`src/rtl/td_pkg.sv`:
```
package td_pkg;

  typedef enum logic [2:0] {
    ST_FREE    = 3'd0,
    ST_READY   = 3'd1,
    ST_RUNNING = 3'd2,
    ST_WAITING = 3'd3,
    ST_DONE    = 3'd4
  } slot_state_e;

  // advance a circular pointer by n steps
  function automatic int ring_add(input int ptr, input int n, input int depth);
    int s;
    s = ptr + n;
    if (s >= depth) s = s - depth;
    return s;
  endfunction

  // batch ID: home quad in the upper part, slot in the lower part
  function automatic int batch_id(input int home, input int slot, input int slots);
    return home * slots + slot;
  endfunction

endpackage

```
`src/rtl/td_ready_fifo.sv`:
```
module td_ready_fifo
  import td_pkg::*;
#(
  parameter int DEPTH = 32,
  parameter int W     = 5
) (
  input  logic         clk,
  input  logic         rst_n,
  input  logic         push_a,
  input  logic [W-1:0] din_a,
  input  logic         push_b,
  input  logic [W-1:0] din_b,
  input  logic         pop,
  output logic [W-1:0] head,
  output logic         empty
);
  localparam int PW = $clog2(DEPTH);
  localparam int CW = $clog2(DEPTH + 1);

  logic [W-1:0]  mem [DEPTH];
  logic [PW-1:0] rd_ptr, wr_ptr, wr_b;
  logic [CW-1:0] cnt;
  logic [1:0]    n_push;

  always_comb begin
    n_push = {1'b0, push_a} + {1'b0, push_b};
    wr_b   = push_a ? PW'(ring_add(int'(wr_ptr), 1, DEPTH)) : wr_ptr;
  end

  // port a (intake) is written ahead of port b (wake-up): it counts as older
  always_ff @(posedge clk) begin
    if (push_a) mem[wr_ptr] <= din_a;
    if (push_b) mem[wr_b]   <= din_b;
  end

  always_ff @(posedge clk or negedge rst_n) begin
    if (!rst_n) begin
      rd_ptr <= '0;
      wr_ptr <= '0;
      cnt    <= '0;
    end else begin
      wr_ptr <= PW'(ring_add(int'(wr_ptr), int'(n_push), DEPTH));
      if (pop) rd_ptr <= PW'(ring_add(int'(rd_ptr), 1, DEPTH));
      cnt <= cnt + CW'(n_push) - CW'(pop);
    end
  end

  assign head  = mem[rd_ptr];
  assign empty = (cnt == '0);

  p_pop_nonempty_r4: assert property (@(posedge clk) disable iff (!rst_n)
    pop |-> !empty);

  p_fill_bound_r5: assert property (@(posedge clk) disable iff (!rst_n)
    cnt <= CW'(DEPTH));

endmodule

```
`src/rtl/td_slot_table.sv`:
```
module td_slot_table
  import td_pkg::*;
#(
  parameter int NQ    = 2,
  parameter int SLOTS = 16,
  parameter int QW    = 1,
  parameter int IDW   = 5
) (
  input  logic           clk,
  input  logic           rst_n,
  input  logic           alloc_req,
  input  logic [QW-1:0]  alloc_quad,
  output logic           alloc_ok,
  output logic           alloc_fire,
  output logic [IDW-1:0] alloc_id,
  input  logic           run_en,
  input  logic [IDW-1:0] run_id,
  input  logic [NQ-1:0]  stall_en,
  input  logic [IDW-1:0] stall_id [NQ],
  input  logic [NQ-1:0]  done_en,
  input  logic [IDW-1:0] done_id [NQ],
  input  logic [NQ-1:0]  free_en,
  input  logic [IDW-1:0] free_id [NQ],
  input  logic           ret_valid,
  input  logic [IDW-1:0] ret_id,
  output logic           wake_en
);
  localparam int TOTAL = NQ * SLOTS;

  slot_state_e st [TOTAL];

  // lowest free slot of the addressed home quad
  always_comb begin
    alloc_ok = 1'b0;
    alloc_id = '0;
    for (int s = SLOTS - 1; s >= 0; s--) begin
      if (st[batch_id(int'(alloc_quad), s, SLOTS)] == ST_FREE) begin
        alloc_ok = 1'b1;
        alloc_id = IDW'(batch_id(int'(alloc_quad), s, SLOTS));
      end
    end
  end

  assign alloc_fire = alloc_req && alloc_ok;
  assign wake_en    = ret_valid && (st[ret_id] == ST_WAITING);

  // every write targets a slot in a distinct state, so no two collide
  always_ff @(posedge clk or negedge rst_n) begin
    if (!rst_n) begin
      for (int i = 0; i < TOTAL; i++) st[i] <= ST_FREE;
    end else begin
      for (int q = 0; q < NQ; q++)
        if (free_en[q]) st[free_id[q]] <= ST_FREE;
      if (alloc_fire) st[alloc_id] <= ST_READY;
      if (run_en)     st[run_id]   <= ST_RUNNING;
      for (int q = 0; q < NQ; q++) begin
        if (done_en[q])       st[done_id[q]]  <= ST_DONE;
        else if (stall_en[q]) st[stall_id[q]] <= ST_WAITING;
      end
      if (wake_en) st[ret_id] <= ST_READY;
    end
  end

  p_run_ready_r4: assert property (@(posedge clk) disable iff (!rst_n)
    run_en |-> st[run_id] == ST_READY);

  for (genvar q = 0; q < NQ; q++) begin : g_chk
    p_stall_running_r6: assert property (@(posedge clk) disable iff (!rst_n)
      stall_en[q] |-> st[stall_id[q]] == ST_RUNNING);
    p_free_done_r8: assert property (@(posedge clk) disable iff (!rst_n)
      free_en[q] |-> st[free_id[q]] == ST_DONE);
  end

endmodule

```
`src/rtl/td_quad_lane.sv`:
```
module td_quad_lane #(
  parameter int IDW = 5
) (
  input  logic           clk,
  input  logic           rst_n,
  input  logic           done_in,
  input  logic           stall_in,
  input  logic           grant,
  input  logic [IDW-1:0] grant_id,
  output logic           wants,
  output logic           done_fire,
  output logic           stall_fire,
  output logic [IDW-1:0] cur_id,
  output logic           asg_valid,
  output logic [IDW-1:0] asg_id,
  output logic           rt_valid,
  output logic [IDW-1:0] rt_id,
  output logic           free_en,
  output logic [IDW-1:0] free_id
);
  logic           busy;
  logic           done_pend;
  logic [IDW-1:0] done_pid;

  // done outranks stall; both are ignored while idle
  assign done_fire  = busy && done_in;
  assign stall_fire = busy && stall_in && !done_in;
  assign wants      = !busy || done_fire || stall_fire;

  always_ff @(posedge clk or negedge rst_n) begin
    if (!rst_n) begin
      busy      <= 1'b0;
      cur_id    <= '0;
      asg_valid <= 1'b0;
      asg_id    <= '0;
      done_pend <= 1'b0;
      done_pid  <= '0;
      rt_valid  <= 1'b0;
      rt_id     <= '0;
    end else begin
      if (grant) begin
        busy   <= 1'b1;
        cur_id <= grant_id;
      end else if (done_fire || stall_fire) begin
        busy <= 1'b0;
      end
      asg_valid <= grant;
      if (grant) asg_id <= grant_id;
      done_pend <= done_fire;
      done_pid  <= cur_id;
      rt_valid  <= done_pend;
      rt_id     <= done_pid;
    end
  end

  assign free_en = done_pend;
  assign free_id = done_pid;

  p_grant_wants_r4: assert property (@(posedge clk) disable iff (!rst_n)
    grant |-> wants);

  p_retire_two_edges_r8: assert property (@(posedge clk) disable iff (!rst_n)
    done_fire |=> ##1 (rt_valid && rt_id == $past(cur_id, 2)));

endmodule

```
`src/rtl/thread_dispatcher.sv`:
```
module thread_dispatcher
  import td_pkg::*;
#(
  parameter  int NUM_QUADS      = 2,
  parameter  int SLOTS_PER_QUAD = 16,
  localparam int QW  = (NUM_QUADS > 1) ? $clog2(NUM_QUADS) : 1,
  localparam int IDW = $clog2(NUM_QUADS * SLOTS_PER_QUAD)
) (
  input  logic                     clk,
  input  logic                     rst_n,
  input  logic                     in_valid,
  input  logic [QW-1:0]            in_quad,
  output logic                     in_ready,
  output logic [IDW-1:0]           in_id,
  input  logic [NUM_QUADS-1:0]     q_done,
  input  logic [NUM_QUADS-1:0]     q_stall,
  input  logic                     ret_valid,
  input  logic [IDW-1:0]           ret_id,
  output logic [NUM_QUADS-1:0]     asg_valid,
  output logic [NUM_QUADS*IDW-1:0] asg_id,
  output logic [NUM_QUADS-1:0]     rt_valid,
  output logic [NUM_QUADS*IDW-1:0] rt_id
);
  localparam int TOTAL = NUM_QUADS * SLOTS_PER_QUAD;

  logic                 alloc_fire;
  logic                 wake_en;
  logic [IDW-1:0]       q_head;
  logic                 q_empty;
  logic                 pop;
  logic [NUM_QUADS-1:0] wants, grant, done_fire, stall_fire, free_en;
  logic [IDW-1:0]       cur_id  [NUM_QUADS];
  logic [IDW-1:0]       free_id [NUM_QUADS];

  // fixed-priority choice: lowest quad that can take work
  always_comb begin
    logic found;
    found = 1'b0;
    grant = '0;
    if (!q_empty) begin
      for (int q = 0; q < NUM_QUADS; q++) begin
        if (wants[q] && !found) begin
          grant[q] = 1'b1;
          found    = 1'b1;
        end
      end
    end
  end

  assign pop = |grant;

  td_slot_table #(
    .NQ(NUM_QUADS), .SLOTS(SLOTS_PER_QUAD), .QW(QW), .IDW(IDW)
  ) table_i (
    .clk       (clk),
    .rst_n     (rst_n),
    .alloc_req (in_valid),
    .alloc_quad(in_quad),
    .alloc_ok  (in_ready),
    .alloc_fire(alloc_fire),
    .alloc_id  (in_id),
    .run_en    (pop),
    .run_id    (q_head),
    .stall_en  (stall_fire),
    .stall_id  (cur_id),
    .done_en   (done_fire),
    .done_id   (cur_id),
    .free_en   (free_en),
    .free_id   (free_id),
    .ret_valid (ret_valid),
    .ret_id    (ret_id),
    .wake_en   (wake_en)
  );

  td_ready_fifo #(.DEPTH(TOTAL), .W(IDW)) ready_q_i (
    .clk   (clk),
    .rst_n (rst_n),
    .push_a(alloc_fire),
    .din_a (in_id),
    .push_b(wake_en),
    .din_b (ret_id),
    .pop   (pop),
    .head  (q_head),
    .empty (q_empty)
  );

  for (genvar q = 0; q < NUM_QUADS; q++) begin : g_lane
    td_quad_lane #(.IDW(IDW)) lane_i (
      .clk       (clk),
      .rst_n     (rst_n),
      .done_in   (q_done[q]),
      .stall_in  (q_stall[q]),
      .grant     (grant[q]),
      .grant_id  (q_head),
      .wants     (wants[q]),
      .done_fire (done_fire[q]),
      .stall_fire(stall_fire[q]),
      .cur_id    (cur_id[q]),
      .asg_valid (asg_valid[q]),
      .asg_id    (asg_id[q*IDW +: IDW]),
      .rt_valid  (rt_valid[q]),
      .rt_id     (rt_id[q*IDW +: IDW]),
      .free_en   (free_en[q]),
      .free_id   (free_id[q])
    );
  end

  p_one_dispatch_r4: assert property (@(posedge clk) disable iff (!rst_n)
    $onehot0(asg_valid));

  p_wake_enqueues_r7: assert property (@(posedge clk) disable iff (!rst_n)
    wake_en |=> !q_empty);

endmodule

```
`config.mk`:
```
export PLATFORM = sky130hd
export DESIGN_NAME = thread_dispatcher
export DESIGN_NICKNAME = d
export VERILOG_FILES = /design/src/rtl/td_pkg.sv /design/src/rtl/td_ready_fifo.sv /design/src/rtl/td_slot_table.sv /design/src/rtl/td_quad_lane.sv /design/src/rtl/thread_dispatcher.sv
export SDC_FILE = /design/constraint.sdc
export NUM_CORES = 1
export LEC_CHECK = 0
export ABC_AREA = 0
export BUFFER_PORTS_ARGS = -buffer_cell sky130_fd_sc_hd__buf_2
export CORE_AREA = 2 2 222 180
export DETAILED_ROUTE_END_ITERATION = 16
export DIE_AREA = 0 0 224 182
export GPL_ROUTABILITY_DRIVEN = 0
export HOLD_SLACK_MARGIN = 0.15
export PLACE_DENSITY_LB_ADDON = 0.3
export SYNTH_ARGS = -nofsm -noshare
export SYNTH_HDL_FRONTEND = slang
export SYNTH_SLANG_ARGS = --single-unit
export TNS_END_PERCENT = 10
```
`constraint.sdc`:
```
create_clock -name clk -period 5.3 [get_ports clk]
set_clock_uncertainty 0.1 [all_clocks]
set_input_delay 0.265 -clock clk [delete_from_list [all_inputs] [get_ports clk]]
set_output_delay 0.265 -clock clk [all_outputs]
set_load 0.03 [all_outputs]
```
==> results by stage <==
Outcome:
- The run finished with clean final reports.

Yosys:
- The synthesis-stage register bit count is 310.
- The number of warning messages in the yosys log is 0.
- In the synthesized netlist the dominant register cell turns out to be sky130_fd_sc_hd__edfxtp_1.
- The count of flip-flops with a built-in enable after synthesis is 160.
- Counting distinct cell types in the post-synthesis netlist gives 77.
- The post-synthesis instance area is 19100 um2.
- For this run, asynchronously set or reset flops after synthesis account for 0.484.
- Synthesis handed over a netlist of 1816 instances.
- Of the synthesized area, sequential elements account for 0.448.
- The net count of the mapped netlist is 1849.
- The mean area per synthesized cell is 10.5 um2.

Final layout:
- The register area is 8560 um2.
- The layout has 3291 filler cells.
- In the final layout, the share of cells above drive strength 1 is 0.175.
- The multi-input combinational cells in the finished layout cover a total of 9790 um2.
- The synthesis-to-layout area growth is 10.0%.
- The net count of the finished layout is 1844.
- Leaving out fill and tap cells, the most frequent cells in the layout are sky130_fd_sc_hd__nand2_1, sky130_fd_sc_hd__edfxtp_1, sky130_fd_sc_hd__dfrtp_1, sky130_fd_sc_hd__nor2_1, sky130_fd_sc_hd__mux2i_1.
- The most frequent standard cell in the layout excluding fill and tap cells is sky130_fd_sc_hd__nand2_1.
- The count of non-filler cells in the finished layout is 2343.
- The share of the core filled with cells is 0.542.

STA:
- After routing, the total negative slack on setup checks comes to 0 ps.
- At the pin with the least slew margin, the transition time is 1360 ps.
- The worst pin sits at a relative slew slack of 0.0884.
- The period utilization is 0.819.
- The clock period could shrink to 4340 ps.
- Static timing analysis puts the maximum clock frequency at 230 MHz.
- Setup repair after global routing left no endpoint under its margin.
- Setup violations remaining at the end of the flow were counted as 0.
- The final-report max-slew violation count is 0.
- The final number of hold-violating endpoints is 0.

Worst setup path:
- STA classifies the critical path startpoint as a flop.
- The reg-to-reg critical path endpoint is ready_q_i.cnt[5].
- The required time reported for the critical path endpoint is 5650 ps.
- The kind of critical path is flop to flop.
- The register-to-register setup slack is 960 ps.
- The length in cells of the worst reg-to-reg path is 16.
- The worst setup path is captured at a flop.
- The arrival time at the worst endpoint is 4690 ps.
- In this run the worst path has a maximum fanout of 3.
- The critical register-to-register path startpoint is table_i.st[92].

Route:
- The number of design rule violations left after detail routing is 0.
- The wire length reported by the detailed router is 70600 um.
- In this run, the number of DRC markers left after iteration 0 of detailed routing was 2845.
- Once detail routing completed, the nets flagged for antenna violations numbered 0.
- Across all layers, the routed design uses 17100 vias.
- The final routed wire length divided by cell count is 30.2 um.
- The first-pass iteration count of the detailed router is 9.
- In the routed layout, each cell is associated on average with a via count of 7.28.

CTS:
- The number of H-tree levels is 2.
- The total of cells resized after clock tree synthesis is 0.
- The root buffer cell chosen for the clock tree is sky130_fd_sc_hd__clkbuf_16.
- At the later pin of the worst-skew pair, clock insertion delay measures 550 ps.
- The post-CTS setup buffer count is 0.
- For this design, the sink count on the clock tree is 310.
- The total CTS buffers is 36.
- The CTS tree is yes.
- After clock tree synthesis, the clock-pin slew on the worst setup and hold paths is 60 ps.
- The maximum clock path buffer count is 3.

Power:
- The maximum ir drop on the vdd rail is 0.513 mV.
- Power spread over the standard cell area amounts to 650 nW/um2.
- The leakage power is 8.44 nW.

Floorplan:
- Pin placement for this block handled 44 I/O pins.
- The floorplan has 65 rows.
- For this configuration, the core starts out at a cell density of 0.493.
- The overall die area is 40800 um2.
- The floorplan step set the die width to 224 um.
- The die is 182 um tall.
- The core area is 38800 um2.

Placed design:
- Summed over all nets, the half-perimeter wirelength after detailed placement is 47700 um.
- The cell count after placement is 2266.
- The number of buffer cells added on primary ports is 43.

GRT:
- The sum of overflow across all layers after global routing is 0.
- The first-pass GRT wire length is 103000 um.
- Across every metal layer, demand over resource in global routing totals 0.342.
- The initial antenna violation count was 1.
- The pin count of the biggest net entering global routing is 72.
- The number of global-route vias before repair is 16000.

Hold path:
- The type of the tightest min-delay check is primary input to asynchronous set/reset pin.

Flow run:
- The max-cap violation count is 0.
## synthesized netlist by cell type (all sizes together) (18+ instances only)
library cell	count	share of area
mux4	46	0.054
mux2	112	0.071
nor3b	20	0.0084
edfxtp	160	0.25
a211oi	25	0.0098
o22ai	34	0.011
nand2b	28	0.0092
nor3	68	0.018
a221oi	27	0.012
a21oi	82	0.021
a32oi	32	0.015
o21ai	69	0.018
nand3	28	0.0073
mux2i	115	0.060
buf	44	0.015
nand2	177	0.035
and2	18	0.0059
a22oi	39	0.015
a31oi	18	0.0059
nor2	135	0.027
or3	29	0.0095
clkbuf	97	0.019
inv	32	0.0063
dfrtp	150	0.20
## logic make-up (layout without fill, tap and decap cells)
family	Yosys count	in the layout	share of synthesized area
buf+inv	174	197	0.0401
simple gates	603	603	0.156
fa+ha+maj	19	19	0.0132
compound gates	426	426	0.152
mux	273	273	0.185
flops	310	310	0.448
other cells	0	2	0
xor+xnor	11	11	0.00504
## worst max-delay path by stage
| stage | start | to | slack (ps) | depth (start not counted) |
|---|---|---|---|---|
| 4_1_cts | table_i.st[92] | ready_q_i.cnt[5] | 980 | 16 |
| 2_1_floorplan | ret_id[1] | ready_q_i.cnt[5] | 1130 | 20 |
| 3_5_place_dp | ret_id[1] | ready_q_i.cnt[5] | 730 | 17 |
| 5_1_grt | table_i.st[92] | ready_q_i.cnt[5] | 780 | 16 |
| 6_report | table_i.st[92] | ready_q_i.cnt[5] | 960 | 16 |
| 3_3_place_gp | ret_id[1] | ready_q_i.cnt[5] | 790 | 17 |
## through the flow
stage / area, um2 / hold slack, ps / power (mW) / setup WS [ps]
final: 21000 / 156 / 13.7 / 958
after global routing: 21000 / 184 / 14.0 / 779
after CTS: 21000 / 157 / 13.3 / 984
after detailed placement: 19700 / 53.1 / 10.6 / 729
after global placement: 19700 / 50.7 / 10.5 / 788
after floorplan: 19100 / -131 / 8.23 / 1130
## per-layer routing
metal  share of wire  wire, um  vias up  global-route usage
met5          0.0035       248        -              0.0287
met4           0.049      3470       10               0.138
met3            0.18     12700      342               0.169
met2            0.39     27500     1537               0.459
met1            0.38     26700     8228               0.464
li1                -         -     6935                   -
## worst max-delay path, stage by stage, from the launching register on
cell and delay, ps:
sky130_fd_sc_hd__dfrtp_1 460, sky130_fd_sc_hd__mux4_2 490, sky130_fd_sc_hd__mux2i_1 160, sky130_fd_sc_hd__o311ai_1 110, sky130_fd_sc_hd__or4_1 510, sky130_fd_sc_hd__or4_1 610
sky130_fd_sc_hd__inv_1 100, sky130_fd_sc_hd__ha_1 180, sky130_fd_sc_hd__inv_1 90, sky130_fd_sc_hd__ha_1 310, sky130_fd_sc_hd__inv_1 50, sky130_fd_sc_hd__ha_1 260
sky130_fd_sc_hd__a21o_1 170, sky130_fd_sc_hd__a21oi_1 210, sky130_fd_sc_hd__o21bai_1 90, sky130_fd_sc_hd__a21oi_1 170, sky130_fd_sc_hd__xor2_1 170
## cell type report
cell class / count / share of cell area
timing repair buffer: 98 / 0.0323
multi-input combinational: 1332 / 0.466
inverter: 33 / 0.00589
antenna: 2 / 0.000238
clock inverter: 13 / 0.00738
tap: 502 / 0.0299
sequential: 310 / 0.407
clock buffer: 53 / 0.0512
## power breakdown
part / internal (mW) / switching (mW) / total [mW]
combinational: 2.36 / 4.13 / 6.50
clock: 1.56 / 1.04 / 2.61
sequential: 3.44 / 1.11 / 4.55
## timing repair
item / in CTS / in global routing
hold buffers: 9 / 0
setup endpoints to repair: 0 / 0
hold endpoints to repair: 92 / 0
## registers in the layout (all words and copies together), names as in the netlist, 5 cells and up
register               flops
ready_q_i.rd_ptr           5
table_i.st                96
g_lane.lane_i.free_id     10
g_lane.lane_i.rt_id       10
g_lane.lane_i.cur_id      10
ready_q_i.cnt              6
ready_q_i.wr_ptr           5
ready_q_i.mem            160
Power figures use the tool's default switching activity.
